File: src/rtl/irq_res_pkg.sv
package irq_res_pkg;

  // Outcome of one priority evaluation
  typedef enum logic [1:0] {
    PICK_IDLE    = 2'd0,  // nothing pending at all
    PICK_MASKED  = 2'd1,  // pending, but every pending line is disabled
    PICK_BLOCKED = 2'd2,  // candidate held back by in-service state
    PICK_READY   = 2'd3   // candidate offered to the processor
  } pick_status_e;

  localparam int unsigned DEF_LINES   = 8;
  localparam int unsigned DEF_VEC_W   = 8;

endpackage

File: src/rtl/irq_lowest_find.sv
module irq_lowest_find #(
  parameter int N  = 8,
  parameter int IW = $clog2(N)
) (
  input  logic [N-1:0]  vec,
  output logic [N-1:0]  onehot,   // lowest set bit isolated
  output logic [IW-1:0] idx,      // index of that bit
  output logic          any,      // at least one bit set
  output logic [N-1:0]  upto      // bits at or below the lowest set bit
);

  logic [N-1:0] seen;  // seen[i] = |vec[i:0]

  assign seen[0]   = vec[0];
  assign onehot[0] = vec[0];

  for (genvar i = 1; i < N; i++) begin : g_chain
    assign seen[i]   = seen[i-1] | vec[i];
    assign onehot[i] = vec[i] & ~seen[i-1];
  end

  always_comb begin
    idx = '0;
    for (int i = 0; i < N; i++) begin
      if (onehot[i]) idx = idx | IW'(i);
    end
  end

  assign any  = seen[N-1];
  assign upto = ~seen | onehot;

endmodule

File: src/rtl/irq_edge_capture.sv
module irq_edge_capture #(
  parameter int N = 8
) (
  input  logic         clk,
  input  logic         rst,
  input  logic [N-1:0] lines,
  input  logic [N-1:0] take,      // one-hot bit being delivered, or zero
  output logic [N-1:0] pending
);

  logic [N-1:0] level_q;
  logic [N-1:0] rise;

  assign rise = lines & ~level_q;

  always_ff @(posedge clk) begin
    if (rst) begin
      level_q <= '0;
      pending <= '0;
    end else begin
      level_q <= lines;
      pending <= (pending | rise) & lines & ~take;
    end
  end

  // every fresh rising edge is recorded
  p_rise_sets_r2: assert property (@(posedge clk) disable iff (rst)
    1'b1 |=> ((pending & $past(lines & ~level_q)) == $past(lines & ~level_q)));

  // a low line never leaves a request behind
  p_drop_clears_r3: assert property (@(posedge clk) disable iff (rst)
    1'b1 |=> ((pending & ~$past(lines)) == '0));

  // a bit can only appear after a rising edge
  p_no_spurious_r2: assert property (@(posedge clk) disable iff (rst)
    1'b1 |=> ((pending & ~$past(pending) & ~$past(lines & ~level_q)) == '0));

endmodule

File: src/rtl/irq_priority_pick.sv
module irq_priority_pick
  import irq_res_pkg::*;
#(
  parameter int N  = 8,
  parameter int VW = 8,
  parameter int IW = $clog2(N)
) (
  input  logic [N-1:0]  pending,
  input  logic [N-1:0]  enable,
  input  logic [N-1:0]  in_service,
  input  logic          special,
  input  logic [VW-1:0] base,
  output logic          offer,
  output logic [N-1:0]  win_onehot,
  output logic [IW-1:0] win_idx,
  output logic [VW-1:0] vector,
  output pick_status_e  status
);

  logic [N-1:0] live;
  logic [N-1:0] blockers;
  logic [N-1:0] at_or_above;
  logic         have_cand;
  logic         blocked;

  assign live = pending & enable;

  irq_lowest_find #(.N(N), .IW(IW)) i_cand (
    .vec    (live),
    .onehot (win_onehot),
    .idx    (win_idx),
    .any    (have_cand),
    .upto   (at_or_above)
  );

  // special mask mode: disabled in-service levels stop blocking
  assign blockers = special ? (in_service & enable) : in_service;
  assign blocked  = |(blockers & at_or_above);

  always_comb begin
    if (pending == '0)      status = PICK_IDLE;
    else if (!have_cand)    status = PICK_MASKED;
    else if (blocked)       status = PICK_BLOCKED;
    else                    status = PICK_READY;
  end

  assign offer  = have_cand & ~blocked;
  assign vector = base | VW'(win_idx);

endmodule

File: src/rtl/irq_service_track.sv
module irq_service_track #(
  parameter int N  = 8,
  parameter int IW = $clog2(N)
) (
  input  logic          clk,
  input  logic          rst,
  input  logic          accept,
  input  logic [N-1:0]  accept_onehot,
  input  logic          auto_eoi,
  input  logic          eoi_nonspec,
  input  logic          eoi_spec,
  input  logic [IW-1:0] eoi_level,
  output logic [N-1:0]  in_service
);

  logic [N-1:0] lowest;
  logic [N-1:0] clr_general;
  logic [N-1:0] clr_target;
  logic [N-1:0] set_bits;

  assign lowest      = in_service & (~in_service + N'(1));
  assign clr_general = eoi_nonspec ? lowest : '0;
  assign clr_target  = eoi_spec ? (N'(1) << eoi_level) : '0;
  assign set_bits    = (accept && !auto_eoi) ? accept_onehot : '0;

  always_ff @(posedge clk) begin
    if (rst) in_service <= '0;
    else     in_service <= (in_service & ~(clr_general | clr_target)) | set_bits;
  end

  // an accepted interrupt is marked in service without auto EOI
  p_mark_service_r7: assert property (@(posedge clk) disable iff (rst)
    (accept && !auto_eoi) |=> ((in_service & $past(accept_onehot)) != '0));

  // with auto EOI, no new in-service bit appears
  p_auto_eoi_r7: assert property (@(posedge clk) disable iff (rst)
    (auto_eoi || !accept) |=> ((in_service & ~$past(in_service)) == '0));

  // a lone general EOI retires exactly one bit
  p_general_eoi_r10: assert property (@(posedge clk) disable iff (rst)
    (eoi_nonspec && !eoi_spec && !accept && (in_service != '0)) |=>
      ($countones(in_service) + 1 == $countones($past(in_service))));

  // targeted EOI clears its level
  p_target_eoi_r11: assert property (@(posedge clk) disable iff (rst)
    (eoi_spec && !accept) |=> !in_service[$past(eoi_level)]);

endmodule

File: src/rtl/irq_resolver.sv
module irq_resolver
  import irq_res_pkg::*;
#(
  parameter int N  = int'(DEF_LINES),
  parameter int VW = int'(DEF_VEC_W),
  localparam int IW = $clog2(N)
) (
  input  logic          clk,
  input  logic          rst,
  input  logic [N-1:0]  irq_lines,
  input  logic [N-1:0]  irq_enable,
  input  logic [VW-1:0] vec_base,
  input  logic          auto_eoi,
  input  logic          special_mask,
  input  logic          eoi_nonspec,
  input  logic          eoi_spec,
  input  logic [IW-1:0] eoi_level,
  output logic          irq_valid,
  input  logic          irq_ready,
  output logic [VW-1:0] irq_vector,
  output logic [N-1:0]  pending_bits,
  output logic [N-1:0]  service_bits
);

  logic          accept;
  logic [N-1:0]  win_onehot;
  logic [N-1:0]  take;
  logic [IW-1:0] win_idx;
  pick_status_e  status;

  assign accept = irq_valid & irq_ready;
  assign take   = accept ? win_onehot : '0;

  irq_edge_capture #(.N(N)) i_edge (
    .clk     (clk),
    .rst     (rst),
    .lines   (irq_lines),
    .take    (take),
    .pending (pending_bits)
  );

  irq_priority_pick #(.N(N), .VW(VW), .IW(IW)) i_pick (
    .pending    (pending_bits),
    .enable     (irq_enable),
    .in_service (service_bits),
    .special    (special_mask),
    .base       (vec_base),
    .offer      (irq_valid),
    .win_onehot (win_onehot),
    .win_idx    (win_idx),
    .vector     (irq_vector),
    .status     (status)
  );

  irq_service_track #(.N(N), .IW(IW)) i_svc (
    .clk           (clk),
    .rst           (rst),
    .accept        (accept),
    .accept_onehot (win_onehot),
    .auto_eoi      (auto_eoi),
    .eoi_nonspec   (eoi_nonspec),
    .eoi_spec      (eoi_spec),
    .eoi_level     (eoi_level),
    .in_service    (service_bits)
  );

  // the offered line is pending and enabled
  p_offer_pending_r4: assert property (@(posedge clk) disable iff (rst)
    irq_valid |-> (pending_bits[win_idx] && irq_enable[win_idx]));

  // upper vector bits come from the base
  p_vector_base_r5: assert property (@(posedge clk) disable iff (rst)
    irq_valid |-> ((irq_vector & ~VW'(N-1)) == (vec_base & ~VW'(N-1))));

  // acknowledged request leaves the pending register
  p_accept_clears_r6: assert property (@(posedge clk) disable iff (rst)
    accept |=> !pending_bits[$past(win_idx)]);

  // blocking requires something in service
  p_block_needs_service_r8: assert property (@(posedge clk) disable iff (rst)
    (status == PICK_BLOCKED) |-> (service_bits != '0));

  // nothing offered while nothing is pending
  p_idle_quiet_r1: assert property (@(posedge clk) disable iff (rst)
    (pending_bits == '0) |-> !irq_valid);

endmodule

File: config.mk
export PLATFORM = sky130hd
export DESIGN_NAME = irq_resolver
export DESIGN_NICKNAME = d
export VERILOG_FILES = /design/src/rtl/irq_res_pkg.sv /design/src/rtl/irq_lowest_find.sv /design/src/rtl/irq_edge_capture.sv /design/src/rtl/irq_priority_pick.sv /design/src/rtl/irq_service_track.sv /design/src/rtl/irq_resolver.sv
export SDC_FILE = /design/constraint.sdc
export NUM_CORES = 1
export LEC_CHECK = 0
export BUFFER_PORTS_ARGS = -buffer_cell sky130_fd_sc_hd__clkbuf_2
export CORE_MARGIN = 5
export CORE_UTILIZATION = 45
export CTS_BUF_LIST = sky130_fd_sc_hd__clkbuf_4 sky130_fd_sc_hd__clkbuf_8
export CTS_CLUSTER_DIAMETER = 120
export DETAILED_ROUTE_END_ITERATION = 7
export HOLD_SLACK_MARGIN = 0.05
export PLACE_DENSITY_LB_ADDON = 0.12
export SLEW_MARGIN = 10
export SYNTH_ARGS = -nofsm -noshare
export SYNTH_HDL_FRONTEND = slang
export SYNTH_SLANG_ARGS = --single-unit
export TNS_END_PERCENT = 100
File: constraint.sdc
create_clock -name clk -period 2.2 [get_ports clk]
set_input_delay 0.22 -clock clk [delete_from_list [all_inputs] [get_ports clk]]
set_output_delay 0.22 -clock clk [all_outputs]
set_load 0.05 [all_outputs]
* Word level (Yosys, flattened, before mapping)
Cells that the tools add are included.
** Word-level totals
- Logic and storage cells :: 62
- Register bits :: 24
** Cells by class
- Add/subtract/negate cells :: 1
- Bitwise logic cells :: 42
- Mux-type cells :: 12
- Shift operators :: 1
- Reductions and logical operators :: 3
** Operator list (number)
- 8-bit bitwise AND :: 8
- 8-bit two-way mux :: 5
- 8-bit inverter :: 5
- 8-bit OR :: 4
- 3-bit two-way mux :: 4
- 1-bit bitwise AND :: 9
- 8-bit by 1-bit adder with 8-bit output, second input constant :: 1
- 1-bit inverter :: 8
- 8-bit by 3-bit OR with 8-bit output :: 1
- 8-bit OR reduction :: 1
- 1-bit by 3-bit left shift with 8-bit output, first input constant :: 1
- 1-bit OR :: 7
- 2-bit two-way mux :: 2
- 1-bit logical AND :: 1
- 1-bit zero test :: 1
- 1-bit two-way mux :: 1

* Depth between registers and ports, before layout
Gate-level depths: netlist of run 1.
- Depth after elaboration :: 18
- Gate-level depth with buffers :: 5

* Cells and area by module
Synthesis of run 1 repeated with hierarchy kept, for this count alone.
** Second synthesis, totals
- Cells, all modules :: 170
- Area, all modules :: 1392.6 µm²
** By module, submodules not included
- irq_edge_capture :: instances 1, cells each 40, sequential area each 320.3 µm², area each 500.5 µm²
- irq_service_track :: instances 1, cells each 47, sequential area each 160.2 µm², area each 401.6 µm²
- irq_priority_pick :: instances 1, cells each 43, sequential area each 0.0 µm², area each 267.8 µm²
- irq_lowest_find :: instances 1, cells each 31, sequential area each 0.0 µm², area each 165.2 µm²
- irq_resolver :: instances 1, cells each 9, sequential area each 0.0 µm², area each 57.6 µm²

* Least setup slack after synthesis of run 1
OpenSTA, ideal clock, no wires.
- Path type :: register to output
- Start :: register i_edge.pending[0]
- End :: output port irq_valid
- Cell stages (with the launch flop) :: 6
- Required time :: 1.980 ns
- Setup slack :: -0.112 ns
- Data arrival time :: 2.092 ns
- Cell sequence :: dfxtp_1 -> nand2_1 -> a21o_1 -> a21o_1 -> buf_2 -> nor2_1
** On the way
- Word-level cells in the longest chain between the ends :: 14
- Elaborated cells on any way between the ends :: 28
- Those cells by class :: 27 x bitwise; 1 x reduce/logical
** Ends and longest elaborated chain
- start, declared :: line irq_edge_capture.sv:8 : output logic [N-1:0] pending
- start signal, assigned :: line irq_edge_capture.sv:22 : pending <= (pending | rise) & lines & ~take;
- 8-bit bitwise AND * :: line irq_priority_pick.sv:26 : assign live = pending & enable;
- 1-bit OR (6 in a row) :: line irq_lowest_find.sv:18 : assign seen[i] = seen[i-1] | vec[i];
- 1-bit OR / 1-bit inverter (equally long branches) :: line irq_lowest_find.sv:18, irq_lowest_find.sv:19
- 8-bit inverter / 1-bit bitwise AND (equally long branches) :: line irq_lowest_find.sv:30, irq_lowest_find.sv:19
- 8-bit OR :: line irq_lowest_find.sv:30 : assign upto = ~seen | onehot;
- 8-bit bitwise AND :: line irq_priority_pick.sv:38 : assign blocked = |(blockers & at_or_above);
- 8-bit OR reduction :: line irq_priority_pick.sv:38
- 1-bit inverter :: line irq_priority_pick.sv:47 : assign offer = have_cand & ~blocked;
- 1-bit bitwise AND * :: line irq_priority_pick.sv:47
- end, declared :: line irq_resolver.sv:18 : output logic irq_valid,
Mark *: on every way between the ends. The rest lies on a longest branch, timed or not.

* Worst setup path after layout of run 1
- Start :: register i_edge.pending[2]
- End :: output port irq_vector[0]
** On the way
- Word-level cells in the longest chain between the ends :: 10
- Elaborated cells on any way between the ends :: 18
- Those cells by class :: 5 x mux; 13 x bitwise
** Ends and longest elaborated chain
- 8-bit bitwise AND * :: line irq_priority_pick.sv:26
- 1-bit OR * :: line irq_lowest_find.sv:18
- 1-bit inverter / 1-bit OR (equally long branches) :: line irq_lowest_find.sv:19, irq_lowest_find.sv:18
- 1-bit bitwise AND / 1-bit OR (equally long branches) :: line irq_lowest_find.sv:19, irq_lowest_find.sv:18
- 2-bit two-way mux, or another cell as far along :: line irq_lowest_find.sv:25 : if (onehot[i]) idx = idx | IW'(i);
- 3-bit two-way mux, or another cell as far along :: line irq_lowest_find.sv:25
- 3-bit two-way mux / 1-bit inverter (equally long branches) :: line irq_lowest_find.sv:25, irq_lowest_find.sv:19
- 3-bit two-way mux / 1-bit bitwise AND (equally long branches) :: line irq_lowest_find.sv:25, irq_lowest_find.sv:19
- 3-bit two-way mux * :: line irq_lowest_find.sv:25
- 8-bit by 3-bit OR with 8-bit output * :: line irq_priority_pick.sv:48 : assign vector = base | VW'(win_idx);
- end, declared :: line irq_resolver.sv:20 : output logic [VW-1:0] irq_vector,
Marked as above.

==> results of run 1 <==
[per-stage QoR]
step / worst slack (ps) / TNS [ps] / total power (W)
after global placement: 429.7 / 0 / 0.0007060
final: 141.8 / 0 / 0.0009468
after global routing: -11.28 / -11.28 / 0.0009956
after floorplan: 111.4 / 0 / 0.0006524
after CTS: 3.049 / 0 / 0.0009408
after detailed placement: 350.2 / 0 / 0.0007115
[worst max path at each step]
stage                            startpoint  slack (ps)             to
final                     i_edge.pending[2]         140  irq_vector[0]
after global routing      i_edge.pending[2]         -10  irq_vector[0]
after CTS                 i_edge.pending[2]           3  irq_vector[0]
after detailed placement  i_edge.pending[2]         350      irq_valid
after global placement    i_edge.pending[2]         430      irq_valid
after floorplan           i_edge.pending[0]         110      irq_valid
[cells in the final DEF, fill, tap and decap left out, types with 6 or more instances in the layout]
master / netlist / layout
sky130_fd_sc_hd__a21oi_1: 7 / 7
sky130_fd_sc_hd__nor2_1: 8 / 7
sky130_fd_sc_hd__buf_4: 5 / 6
sky130_fd_sc_hd__nor2b_1: 8 / 8
sky130_fd_sc_hd__nand2b_1: 6 / 6
sky130_fd_sc_hd__nand2_1: 9 / 9
sky130_fd_sc_hd__clkbuf_2: 0 / 47
sky130_fd_sc_hd__dfxtp_1: 24 / 24
sky130_fd_sc_hd__inv_1: 10 / 10
sky130_fd_sc_hd__nand4_1: 8 / 8
sky130_fd_sc_hd__o21ai_0: 9 / 9
[power breakdown]
group	total (W)	switching (W)	internal, W
logic	0.000243	0.000159	0.0000836
registers	0.000467	0.0000147	0.000452
clock network	0.000237	0.000135	0.000101
total	0.000947	0.000310	0.000637
[metal layers]
layer | wire, µm | share of wire | track usage
met5 | 0 | 0 | 0
met3 | 267 | 0.071 | 0.03503
met2 | 1850 | 0.49 | 0.3122
met4 | 58 | 0.015 | 0.07013
met1 | 1594 | 0.42 | 0.2231
[state kept, by name, summed over array words and instances (netlist names)]
| register | count |
|---|---|
| i_svc.in_service | 8 |
| i_edge.pending | 8 |
| i_edge.level_q | 8 |
[what timing repair did]
action                                 4_1_cts  5_1_grt
resized for setup                            1        3
setup endpoints to repair                    1        2
buffers inserted                             0        4
pin swaps                                    0        4
endpoints found under the hold margin        0        0
[layout make-up]
type,instances,area (µm²),share of cell area
clock buffer,4,36.28,0.02241
timing repair buffer,54,287.8,0.1777
sequential,24,480.5,0.2968
tap,31,38.79,0.02396
inverter,11,41.29,0.02550
multi-input combinational,109,734.5,0.4536
[logic make-up (layout without fill, tap and decap cells)]
family          count (synthesis)  after routing
simple gates                   55             55
flops                          24             24
compound gates                 54             54
buf+inv                        19             69
==> parameters.txt, run 1 <==
Parameter                              Value

Status
  Result of the run ... completed

Final layout
  Final instance count without filler cells ... 233
  Fillers ... 272
  Final Cell Area ... 1619 µm²
  Share of cells above drive strength 1 ... 0.3416
  Fin util ... 0.5871
  Final nets ... 237
  Antenna diode count ... 0
  Signed area change from the synthesized netlist to the final layout ... 24.42%

Die
  Die W ... 63.78 µm
  Core footprint ... 2758 µm²
  Effective utilization at floorplan ... 0.4719
  Vertical die dimension ... 63.78 µm
  Die ar. ... 4067 µm²
  # IOs ... 59
  # rows ... 19

Power and ir drop
  Standby leakage power ... 0.7177 nW
  IR drop worst, VDD ... 0.0004203 V
  Power density over the cells ... 584.8 nW/µm²

Global route
  Global route overflow ... 0
  Number of antenna violations at the first check in global routing ... 0
  Wire length of the first global-routing pass ... 5982 µm
  Vias in the first global route ... 1310
  Total global-route track usage ... 0.1817
  Maximum number of pins on one net before global-route repair ... 14

STA
  Crit path time final ... 2058 ps
  # setup viols final ... 0
  Worst-case hold slack ... 102.2 ps
  Worst clock skew ... 6.895 ps
  F_max ... 0.4859 GHz
  Total count of max-transition violations in the final report ... 0
  Worst max-slew margin expressed relative to the limit ... 0.6813
  Worst Max-Slew Pin Slew ... 466.0 ps
  Hold violation count in the final report ... 0
  Final worst path period share ... 0.9356

Route
  Vias/cell ... 6.017
  Total Routed Length ... 3770 µm
  Number of DRC markers after the initial detailed-route iteration ... 111
  DR vias ... 1402
  Wire per inst ... 16.18 µm
  First-pass iteration count of the detailed router ... 4
  Post-route ant nets ... 0
  Residual DRC count ... 0

Synth
  Largest family of logic cells by synthesized area ... compound AO/OA/AOI/OAI gates
  Cell count after synthesis ... 152
  Mux share of post-synthesis cell area ... 0
  Total nets after synthesis ... 186
  Number of enable flip-flop cells after synthesis ... 0
  Biggest area contributors in the synthesized netlist ... sky130_fd_sc_hd__dfxtp_1 (37%), sky130_fd_sc_hd__nand4_1 (3.8%), sky130_fd_sc_hd__nor2b_1 (3.8%), sky130_fd_sc_hd__o21ai_0 (3.5%), sky130_fd_sc_hd__o41ai_1 (3.4%)
  Total standard cell area after synthesis ... 1301 µm²
  Most common flop cell mapped by yosys ... sky130_fd_sc_hd__dfxtp_1
  Ys async rst share ... 0
  Most common cell in the synthesized netlist ... sky130_fd_sc_hd__dfxtp_1
  Leading post-synthesis cells by instance count ... sky130_fd_sc_hd__dfxtp_1 (24), sky130_fd_sc_hd__inv_1 (10), sky130_fd_sc_hd__nand2_1 (9), sky130_fd_sc_hd__o21ai_0 (9)
  Count of cell types in the netlist ... 43
  Share of synthesized area occupied by flip-flops and latches ... 0.3692
  Syn Area/Cell ... 8.561 µm²
  Synth Area in Simple Gates ... 0.2433
  Ys Warns ... 0
  Flip-flop and latch count after synthesis ... 24
  Synthesized-area fraction occupied by ao, oa, aoi and oai cells ... 0.3173
  Largest area contributor in the synthesized netlist ... sky130_fd_sc_hd__dfxtp_1
  Area share of xor/xnor cells in the synthesized design ... 0
  Fraction of the mapped netlist area in adder cells ... 0
  Synth top area share ... 0.3692

Clocking
  CTS tree ... done
  Clock edge transition at the registers on the reported setup and hold paths ... 140 ps
  Clock Root Buffer ... sky130_fd_sc_hd__clkbuf_4
  Number of buffers inserted during clock tree synthesis ... 3
  Worst-case clock buffer depth ... 2
  Number of buffers inserted for hold repair after clock tree synthesis ... 0
  Clock insertion delay at the later pin of the skew report ... 320 ps
  # clock sinks ... 24
  Number of levels in the clock H-tree ... 1

Setup path
  Critical path required time ... 1980 ps
  Worst reg2reg path endpoint ... i_svc.in_service[7]
  CP max FO ... 6
  Sum of buffers and inverters on the critical path ... 1
  Cell family with most CP delay ... simple AND/OR/NAND/NOR gates
  Kind of start point of the critical path ... register
  Worst-case register-to-register setup slack ... 410 ps
  Critical path start-end classification ... register to output pin
  Number of cells on the critical path ... 5
  Delay of the slowest critical-path stage ... 390 ps
  Number of cell instances on the worst register-to-register path ... 4
  Sequence of cells on the critical path ... a22oi_2, nand3_1, or2_1, nand4_1, clkbuf_4
  Worst EP arrival ... 1840 ps
  Launch point of the worst reg-to-reg path ... i_svc.in_service[0]
  CP max stage cell ... sky130_fd_sc_hd__dfxtp_1
  Type of element capturing the critical path ... output pin

Place
  Standard cell area after detailed placement ... 1548 µm²
  Placed wire-length estimate after detailed placement ... 2989 µm
  Count of port buffers added during placement ... 48
  RePlAce Congestion ... 0.8515
  Cells after DPL ... 225

Hold path
  Worst hold-check path type ... primary input to register
  Sink of the worst hold path ... i_edge.pending[0]
  WHS Path Cells ... 2
  Startpoint of the lowest-slack hold path ... irq_ready

Job
  Max Cap Violations ... 0
(Power assumes the default switching activity.)
==> run 2: changes to the inputs <==
ABC_AREA = 1   (was not set)
==> run 2 against run 1 <==
Core utilization is 1.1 points lower. Sequential share of layout area is 0.82 points higher. Hold slack worse by 13 ps. Non-clock buffer count is 6 lower. Cell area is 2.7% lower. Worst setup slack better by 6.9 ps. Critical path depth is 3 higher. Power is 6.3% higher. Critical path type unchanged. Critical endpoint unchanged. Largest cell class unchanged.
==> parameters.txt, run 2 <==
Parameter                              Value

Status
  Result of the run ... completed (unchanged)

Setup path
  Critical path start-end classification ... register to output pin (unchanged)
  Worst EP arrival ... 1830 ps (was 1840 ps)
  Kind of start point of the critical path ... register (unchanged)
  CP max FO ... 4 (was 6)
  Type of element capturing the critical path ... output pin (unchanged)
  Critical path required time ... 1980 ps (about the same)

Synth
  Most common flop cell mapped by yosys ... sky130_fd_sc_hd__dfxtp_1 (unchanged)
  Largest area contributor in the synthesized netlist ... sky130_fd_sc_hd__dfxtp_1 (unchanged)
  Cell count after synthesis ... 196 (was 152)
  Ys async rst share ... 0 (unchanged)
  Leading post-synthesis cells by instance count ... sky130_fd_sc_hd__nand2_1 (45), sky130_fd_sc_hd__inv_1 (41), sky130_fd_sc_hd__dfxtp_1 (24), sky130_fd_sc_hd__a21oi_1 (20), sky130_fd_sc_hd__nor2_1 (17) (was sky130_fd_sc_hd__dfxtp_1 (24), sky130_fd_sc_hd__inv_1 (10), sky130_fd_sc_hd__nand2_1 (9), sky130_fd_sc_hd__o21ai_0 (9))
  Synth top area share ... 0.3757 (was 0.3692)
  Number of enable flip-flop cells after synthesis ... 0 (unchanged)
  Ys Warns ... 0 (unchanged)
  Share of synthesized area occupied by flip-flops and latches ... 0.3757 (was 0.3692)
  Total standard cell area after synthesis ... 1279 µm² (was 1301 µm²)
  Total nets after synthesis ... 230 (was 186)
  Biggest area contributors in the synthesized netlist ... sky130_fd_sc_hd__dfxtp_1 (38%), sky130_fd_sc_hd__nand2_1 (13%), sky130_fd_sc_hd__inv_1 (12%), sky130_fd_sc_hd__a21oi_1 (7.8%), sky130_fd_sc_hd__nor2_1 (5.0%) (was sky130_fd_sc_hd__dfxtp_1 (37%), sky130_fd_sc_hd__nand4_1 (3.8%), sky130_fd_sc_hd__nor2b_1 (3.8%), sky130_fd_sc_hd__o21ai_0 (3.5%), sky130_fd_sc_hd__o41ai_1 (3.4%))
  Most common cell in the synthesized netlist ... sky130_fd_sc_hd__nand2_1 (was sky130_fd_sc_hd__dfxtp_1)
  Count of cell types in the netlist ... 22 (was 43)
  Flip-flop and latch count after synthesis ... 24 (unchanged)
  Syn Area/Cell ... 6.524 µm² (was 8.561 µm²)

Power and ir drop
  Portion of total power attributed to sequential cells ... 0.459 (was 0.493)
  Power density over the cells ... 639.0 nW/µm² (was 584.8 nW/µm²)
  Share of power burned in combinational logic ... 0.225 (was 0.257)
  IR drop worst, VDD ... 0.0004970 V (was 0.0004203 V)
  Switching Share ... 0.3016 (was 0.3270)
  Total net switching power ... 0.0003036 W (was 0.0003096 W)
  Clock share of power ... 0.317 (was 0.250)
  Internal power component ... 0.0007030 W (was 0.0006372 W)
  Standby leakage power ... 0.8791 nW (was 0.7177 nW)

Die
  # rows ... 19 (unchanged)
  Effective utilization at floorplan ... 0.4677 (was 0.4719)
  Core footprint ... 2734 µm² (was 2758 µm²)
  Vertical die dimension ... 63.31 µm (was 63.78 µm)
  Die W ... 63.31 µm (was 63.78 µm)
  # IOs ... 59 (unchanged)
  Die ar. ... 4008 µm² (was 4067 µm²)

Final layout
  Antenna diode count ... 0 (unchanged)
  Multi-input logic area ... 596.8 µm² (was 734.5 µm²)
  Final nets ... 276 (was 237)
  Share of cells above drive strength 1 ... 0.2656 (was 0.3416)
  Fillers ... 307 (was 272)
  Largest registers ... i_edge.level_q: 8 flops, i_edge.pending: 8 flops, i_svc.in_service: 8 flops (unchanged)
  Register area ... 480.5 µm² (unchanged)
  Commonest non-fill, non-tap cells in the layout ... sky130_fd_sc_hd__nand2_1 (45), sky130_fd_sc_hd__clkbuf_2 (45), sky130_fd_sc_hd__inv_1 (41), sky130_fd_sc_hd__dfxtp_1 (24), sky130_fd_sc_hd__a21oi_1 (20) (was sky130_fd_sc_hd__clkbuf_2 (47), sky130_fd_sc_hd__dfxtp_1 (24), sky130_fd_sc_hd__inv_1 (10), sky130_fd_sc_hd__nand2_1 (9), sky130_fd_sc_hd__o21ai_0 (9))
  Signed area change from the synthesized netlist to the final layout ... 23.19% (was 24.42%)

Clocking
  Clock insertion delay at the later pin of the skew report ... 320 ps (about the same)
  # clock sinks ... 24 (unchanged)
  Clock edge transition at the registers on the reported setup and hold paths ... 130 ps (was 140 ps)
  CTS tree ... done (unchanged)
  Number of levels in the clock H-tree ... 1 (unchanged)
  Resize count post-CTS ... 0 (was 1)
  Clock Root Buffer ... sky130_fd_sc_hd__clkbuf_4 (unchanged)
  Number of buffers inserted during clock tree synthesis ... 3 (unchanged)
  Worst-case clock buffer depth ... 2 (unchanged)
  Number of buffers inserted for hold repair after clock tree synthesis ... 0 (unchanged)
  Number of setup buffers added after CTS ... 0 (unchanged)

STA
  Crit path time final ... 2051 ps (was 2058 ps)
  F_max ... 0.4875 GHz (was 0.4859 GHz)
  Worst-case hold slack ... 89.59 ps (was 102.2 ps)
  Worst max-slew margin expressed relative to the limit ... 0.7240 (was 0.6813)
  Final critical-path setup slack ... 148.7 ps (was 141.8 ps)
  Hold violation count in the final report ... 0 (unchanged)
  Total count of max-transition violations in the final report ... 0 (unchanged)
  Final worst path period share ... 0.9324 (was 0.9356)
  # setup viols final ... 0 (unchanged)
  Worst clock skew ... 1.560 ps (was 6.895 ps)
  Worst Max-Slew Pin Slew ... 410.9 ps (was 466.0 ps)

Global route
  Global route overflow ... 0 (unchanged)
  Maximum number of pins on one net before global-route repair ... 15 (was 14)
  Vias in the first global route ... 1215 (was 1310)
  Wire length of the first global-routing pass ... 5154 µm (was 5982 µm)
  Total global-route track usage ... 0.1571 (was 0.1817)
  Number of antenna violations at the first check in global routing ... 0 (unchanged)

Route
  DR vias ... 1300 (was 1402)
  Post-route ant nets ... 0 (unchanged)
  Wire per inst ... 11.27 µm (was 16.18 µm)
  Number of DRC markers after the initial detailed-route iteration ... 30 (was 111)
  Vias/cell ... 4.779 (was 6.017)
  Residual DRC count ... 0 (unchanged)
  Total Routed Length ... 3066 µm (was 3770 µm)
  First-pass iteration count of the detailed router ... 4 (unchanged)

Place
  Count of port buffers added during placement ... 48 (unchanged)
  Placed wire-length estimate after detailed placement ... 2586 µm (was 2989 µm)
  Place WS ... 418.0 ps (was 350.2 ps)
  RePlAce Congestion ... 0.9157 (was 0.8515)

Hold path
  Worst hold-check path type ... primary input to register (unchanged)

Job
  Max Cap Violations ... 0 (unchanged)
[run 2: cell count changes in the layout (fill, tap and decap cells not counted), moves of 5 or more]
cell                       change
sky130_fd_sc_hd__a21oi_1      +13
sky130_fd_sc_hd__a31oi_1       -5
sky130_fd_sc_hd__inv_1        +31
sky130_fd_sc_hd__nand2_1      +36
sky130_fd_sc_hd__nand2b_1      -6
sky130_fd_sc_hd__nor2_1        +8
sky130_fd_sc_hd__nor2b_1       -8
sky130_fd_sc_hd__o41ai_1       -5
[run 2: kinds of logic after synthesis]
family | synth area share
flops | 0.3757
simple gates | 0.3297
compound gates | 0.1331
buf+inv | 0.1615
[run 2: final timing paths]
check | slack (ps) | to | startpoint | cells past startpoint
worst max-delay path | 150 | irq_vector[0] | i_edge.pending[0] | 8
worst min-delay path | 90 | i_edge.level_q[7] | irq_lines[7] | 3
worst min register to register | 490 | i_edge.pending[5] | i_edge.level_q[5] | 3
worst max register to register | 590 | i_edge.pending[5] | i_edge.pending[0] | 9
[run 2: metal layers]
layer / vias to the layer above / routed length (µm) / global-route usage
met3: 5 / 175 / 0.03375
met5: - / 0 / 0
li1: 702 / - / -
met2: 35 / 1452 / 0.2705
met4: 0 / 43 / 0.05455
met1: 558 / 1395 / 0.1917
[run 2: worst max-delay path, stage by stage, from the launching register on]
cell and delay [ps]:
sky130_fd_sc_hd__dfxtp_1 350, sky130_fd_sc_hd__nand2_1 130, sky130_fd_sc_hd__nand3_2 140, sky130_fd_sc_hd__nor2_2 160, sky130_fd_sc_hd__nand4_1 110, sky130_fd_sc_hd__nor2_1 200, sky130_fd_sc_hd__inv_1 80, sky130_fd_sc_hd__nand3b_1 80
sky130_fd_sc_hd__buf_2 260
[run 2: layout make-up]
cell class              instances  area share
clock buffers                   3     0.01430
clock inverters                 1     0.01906
inverters                      43      0.1025
multi-input cells             122      0.3789
flip-flops and latches         24      0.3050
well taps                      31     0.02462
repair buffers                 48      0.1557
[run 2: power groups by stage]
| stage | Clock, W | Combinational, W | Sequential, W |
|---|---|---|---|
| final | 0.000319 | 0.000226 | 0.000462 |
| after global routing | 0.000348 | 0.000249 | 0.000465 |
| after floorplan | 0 | 0.000148 | 0.000504 |
| after CTS | 0.000324 | 0.000225 | 0.000462 |
| after detailed placement | 0 | 0.000224 | 0.000471 |
| after global placement | 0 | 0.000224 | 0.000471 |
[run 2: per-stage QoR]
step / util / setup TNS, ps / cells / power, W / cell area [µm²]
after floorplan: - / 0 / 196 / 0.0006529 / 1279
after global placement: 0.5533 / 0 / 268 / 0.0006949 / 1513
after detailed placement: 0.5533 / 0 / 268 / 0.0006954 / 1513
after CTS: 0.5725 / 0 / 272 / 0.001011 / 1565
after global routing: 0.5762 / -27.33 / 272 / 0.001062 / 1575
final: 0.5762 / 0 / 272 / 0.001007 / 1575
==> run 3: changes to the inputs <==
--- a/config.mk
+++ b/config.mk
@@ -7,5 +7,5 @@
 export LEC_CHECK = 0
 export ABC_AREA = 1
-export BUFFER_PORTS_ARGS = -buffer_cell sky130_fd_sc_hd__clkbuf_2
+export BUFFER_PORTS_ARGS = -buffer_cell sky130_fd_sc_hd__buf_2
 export CORE_MARGIN = 5
 export CORE_UTILIZATION = 45
==> constraint.sdc (replaced) <==
create_clock -name clk -period 2.2 [get_ports clk]
set_input_delay 0.22 -clock clk [delete_from_list [all_inputs] [get_ports clk]]
set_output_delay 0.22 -clock clk [all_outputs]
set_load 0.1 [all_outputs]
==> run 3 against run 2 <==
Sequential power hardly changed. Flip-flop and latch count unchanged. Power down 3.3%. Routed wire length grew 2.8%. Highest routed layer unchanged. Largest cell class unchanged. Non-clock buffer count unchanged.
==> parameters.txt, run 3 (same netlist as run 2, synthesis figures left out) <==
Parameter                              Value

Place
  Standard cell area after detailed placement ... 1575 µm² (was 1513 µm²)
  RePlAce Congestion ... 0.8738 (was 0.9157)
  Count of port buffers added during placement ... 48 (unchanged)
  Placed wire-length estimate after detailed placement ... 2664 µm (was 2586 µm)

Route
  Number of DRC markers after the initial detailed-route iteration ... 50 (was 30)
  Residual DRC count ... 0 (unchanged)
  Vias/cell ... 4.728 (was 4.779)
  Post-route ant nets ... 0 (unchanged)
  DR vias ... 1286 (was 1300)
  Total Routed Length ... 3152 µm (was 3066 µm)
  Wire per inst ... 11.59 µm (was 11.27 µm)
  First-pass iteration count of the detailed router ... 4 (unchanged)

Power and ir drop
  IR drop worst, VDD ... 0.0005198 V (was 0.0004970 V)
  Switching Share ... 0.3764 (was 0.3016)
  Share of power burned in combinational logic ... 0.315 (was 0.225)
  Total Power Consumption ... 0.0009731 W (was 0.001007 W)
  Portion of total power attributed to sequential cells ... 0.475 (was 0.459)
  Clock share of power ... 0.210 (was 0.317)
  Power density over the cells ... 601.0 nW/µm² (was 639.0 nW/µm²)
  Standby leakage power ... 0.9091 nW (was 0.8791 nW)
  Internal power component ... 0.0006068 W (was 0.0007030 W)
  Total net switching power ... 0.0003663 W (was 0.0003036 W)

Global route
  Vias in the first global route ... 1176 (was 1215)
  Wire length of the first global-routing pass ... 5409 µm (was 5154 µm)
  Total global-route track usage ... 0.1647 (was 0.1571)
  Number of antenna violations at the first check in global routing ... 0 (unchanged)
  Maximum number of pins on one net before global-route repair ... 14 (was 15)
  Global route overflow ... 0 (unchanged)

Setup path
  Sequence of cells on the critical path ... nand2_4, nand3_1, nand2_1, nor2_2, nand3_2, nor2_4, buf_2 (was nand2_1, nand3_2, nor2_2, nand4_1, nor2_1, inv_1, nand3b_1, buf_2)
  Type of element capturing the critical path ... output pin (unchanged)
  CP max FO ... 9 (was 4)
  Cell family with most CP delay ... simple AND/OR/NAND/NOR gates (unchanged)
  Critical path required time ... 1980 ps (about the same)
  CP max stage cell ... sky130_fd_sc_hd__buf_2 (was sky130_fd_sc_hd__dfxtp_1)
  Delay of the slowest critical-path stage ... 470 ps (was 350 ps)
  Kind of start point of the critical path ... register (unchanged)
  Sum of buffers and inverters on the critical path ... 1 (was 2)
  Worst EP arrival ... 1830 ps (about the same)
  Critical path start-end classification ... register to output pin (unchanged)

Die
  Core footprint ... 2734 µm² (unchanged)
  Vertical die dimension ... 63.31 µm (unchanged)
  Die W ... 63.31 µm (unchanged)
  # IOs ... 59 (unchanged)
  Die ar. ... 4008 µm² (unchanged)
  Effective utilization at floorplan ... 0.4677 (unchanged)
  # rows ... 19 (unchanged)

STA
  Hold violation count in the final report ... 0 (unchanged)
  Setup repair after global routing missed its margin ... false
  Total count of max-transition violations in the final report ... 0 (unchanged)
  Worst clock skew ... 3.752 ps (was 1.560 ps)
  Final worst path period share ... 0.9328 (was 0.9324)
  Crit path time final ... 2052 ps (was 2051 ps)
  Worst-case hold slack ... 103.6 ps (was 89.59 ps)
  Worst max-slew margin expressed relative to the limit ... 0.6764 (was 0.7240)
  # setup viols final ... 0 (unchanged)
  F_max ... 0.4873 GHz (was 0.4875 GHz)
  Worst Max-Slew Pin Slew ... 488.7 ps (was 410.9 ps)

Clocking
  Clock edge transition at the registers on the reported setup and hold paths ... 120 ps (was 130 ps)
  # clock sinks ... 24 (unchanged)
  Clock insertion delay at the later pin of the skew report ... 310 ps (was 320 ps)
  Clock Root Buffer ... sky130_fd_sc_hd__clkbuf_4 (unchanged)
  Number of setup buffers added after CTS ... 0 (unchanged)
  CTS tree ... done (unchanged)
  Number of buffers inserted during clock tree synthesis ... 3 (unchanged)
  Worst-case clock buffer depth ... 2 (unchanged)
  Number of levels in the clock H-tree ... 1 (unchanged)

Job
  Max Cap Violations ... 0 (unchanged)

Hold path
  Worst hold-check path type ... primary input to register (unchanged)

Final layout
  Share of cells above drive strength 1 ... 0.3154 (was 0.2656)
  Commonest non-fill, non-tap cells in the layout ... sky130_fd_sc_hd__buf_2 (45), sky130_fd_sc_hd__inv_1 (41), sky130_fd_sc_hd__nand2_1 (41), sky130_fd_sc_hd__a21oi_1 (20) (was sky130_fd_sc_hd__nand2_1 (45), sky130_fd_sc_hd__clkbuf_2 (45), sky130_fd_sc_hd__inv_1 (41), sky130_fd_sc_hd__dfxtp_1 (24), sky130_fd_sc_hd__a21oi_1 (20))
  Signed area change from the synthesized netlist to the final layout ... 26.61% (was 23.19%)
  Final nets ... 276 (unchanged)
  Antenna diode count ... 0 (unchanged)
  Largest registers ... i_edge.level_q: 8 flops, i_edge.pending: 8 flops, i_svc.in_service: 8 flops (unchanged)
  Final Cell Area ... 1619 µm² (was 1575 µm²)
  Most common cell after layout, fill and taps aside ... sky130_fd_sc_hd__buf_2

Status
  Result of the run ... completed (unchanged)
-- run 3: layout make-up --
| type | count | area (µm²) |
|---|---|---|
| Clock buffer | 4 | 30.03 |
| Fill cell | 310 | 1115 |
| Inverter | 43 | 161.4 |
| Multi-Input combinational cell | 122 | 636.9 |
| Sequential cell | 24 | 500.5 |
| Tap cell | 31 | 38.79 |
| Timing Repair Buffer | 48 | 251.5 |
-- run 3: final timing paths --
check | slack [ps] | endpoint | depth (start not counted) | start
worst min-delay path | 100 | i_edge.level_q[0] | 3 | irq_lines[0]
worst min register to register | 480 | i_edge.pending[5] | 3 | i_edge.level_q[5]
worst max-delay path | 150 | irq_valid | 7 | i_edge.pending[0]
worst max register to register | 660 | i_edge.pending[4] | 9 | i_edge.pending[0]
-- run 3: power groups by stage --
stage,Combinational (W),Sequential [W],Clock [W]
final,0.000307,0.000462,0.000205
after global routing,0.000333,0.000465,0.000233
after CTS,0.000303,0.000462,0.000215
after detailed placement,0.000303,0.000472,0
after global placement,0.000302,0.000472,0
after floorplan,0.000206,0.000543,0
-- run 3: what timing repair did --
item / CTS / global route
hold buffers: 0 / 0
setup endpoints to repair: 0 / 3
gates resized for setup: 0 / 7
-- run 3: worst reg2reg max path, stage by stage (launching register included) --
cell                      delay [ps]
sky130_fd_sc_hd__dfxtp_4         380
sky130_fd_sc_hd__nand2_4          60
sky130_fd_sc_hd__nand3_1          80
sky130_fd_sc_hd__nand2_1          60
sky130_fd_sc_hd__nor2_2          110
sky130_fd_sc_hd__nand3_2         120
sky130_fd_sc_hd__nor3b_4         420
sky130_fd_sc_hd__nand2_1         110
sky130_fd_sc_hd__nand2_1          70
sky130_fd_sc_hd__inv_1            30
-- run 3: layer usage --
layer,vias to the layer above,share of wire,GRT usage
li1,702,-,-
met1,549,0.43,0.1967
met2,33,0.48,0.2808
met3,2,0.084,0.06394
met4,0,0.0057,0.03117
met5,-,0,0
-- run 3: stage by stage --
stage	util	worst slack, ps	std cells	TNS [ps]
after floorplan	-	-434.6	196	-434.6
after global placement	0.5762	387.0	268	0
after detailed placement	0.5762	350.2	268	0
after CTS	0.5872	1.918	272	0
after global routing	0.5922	34.58	272	0
final	0.5922	147.9	272	0
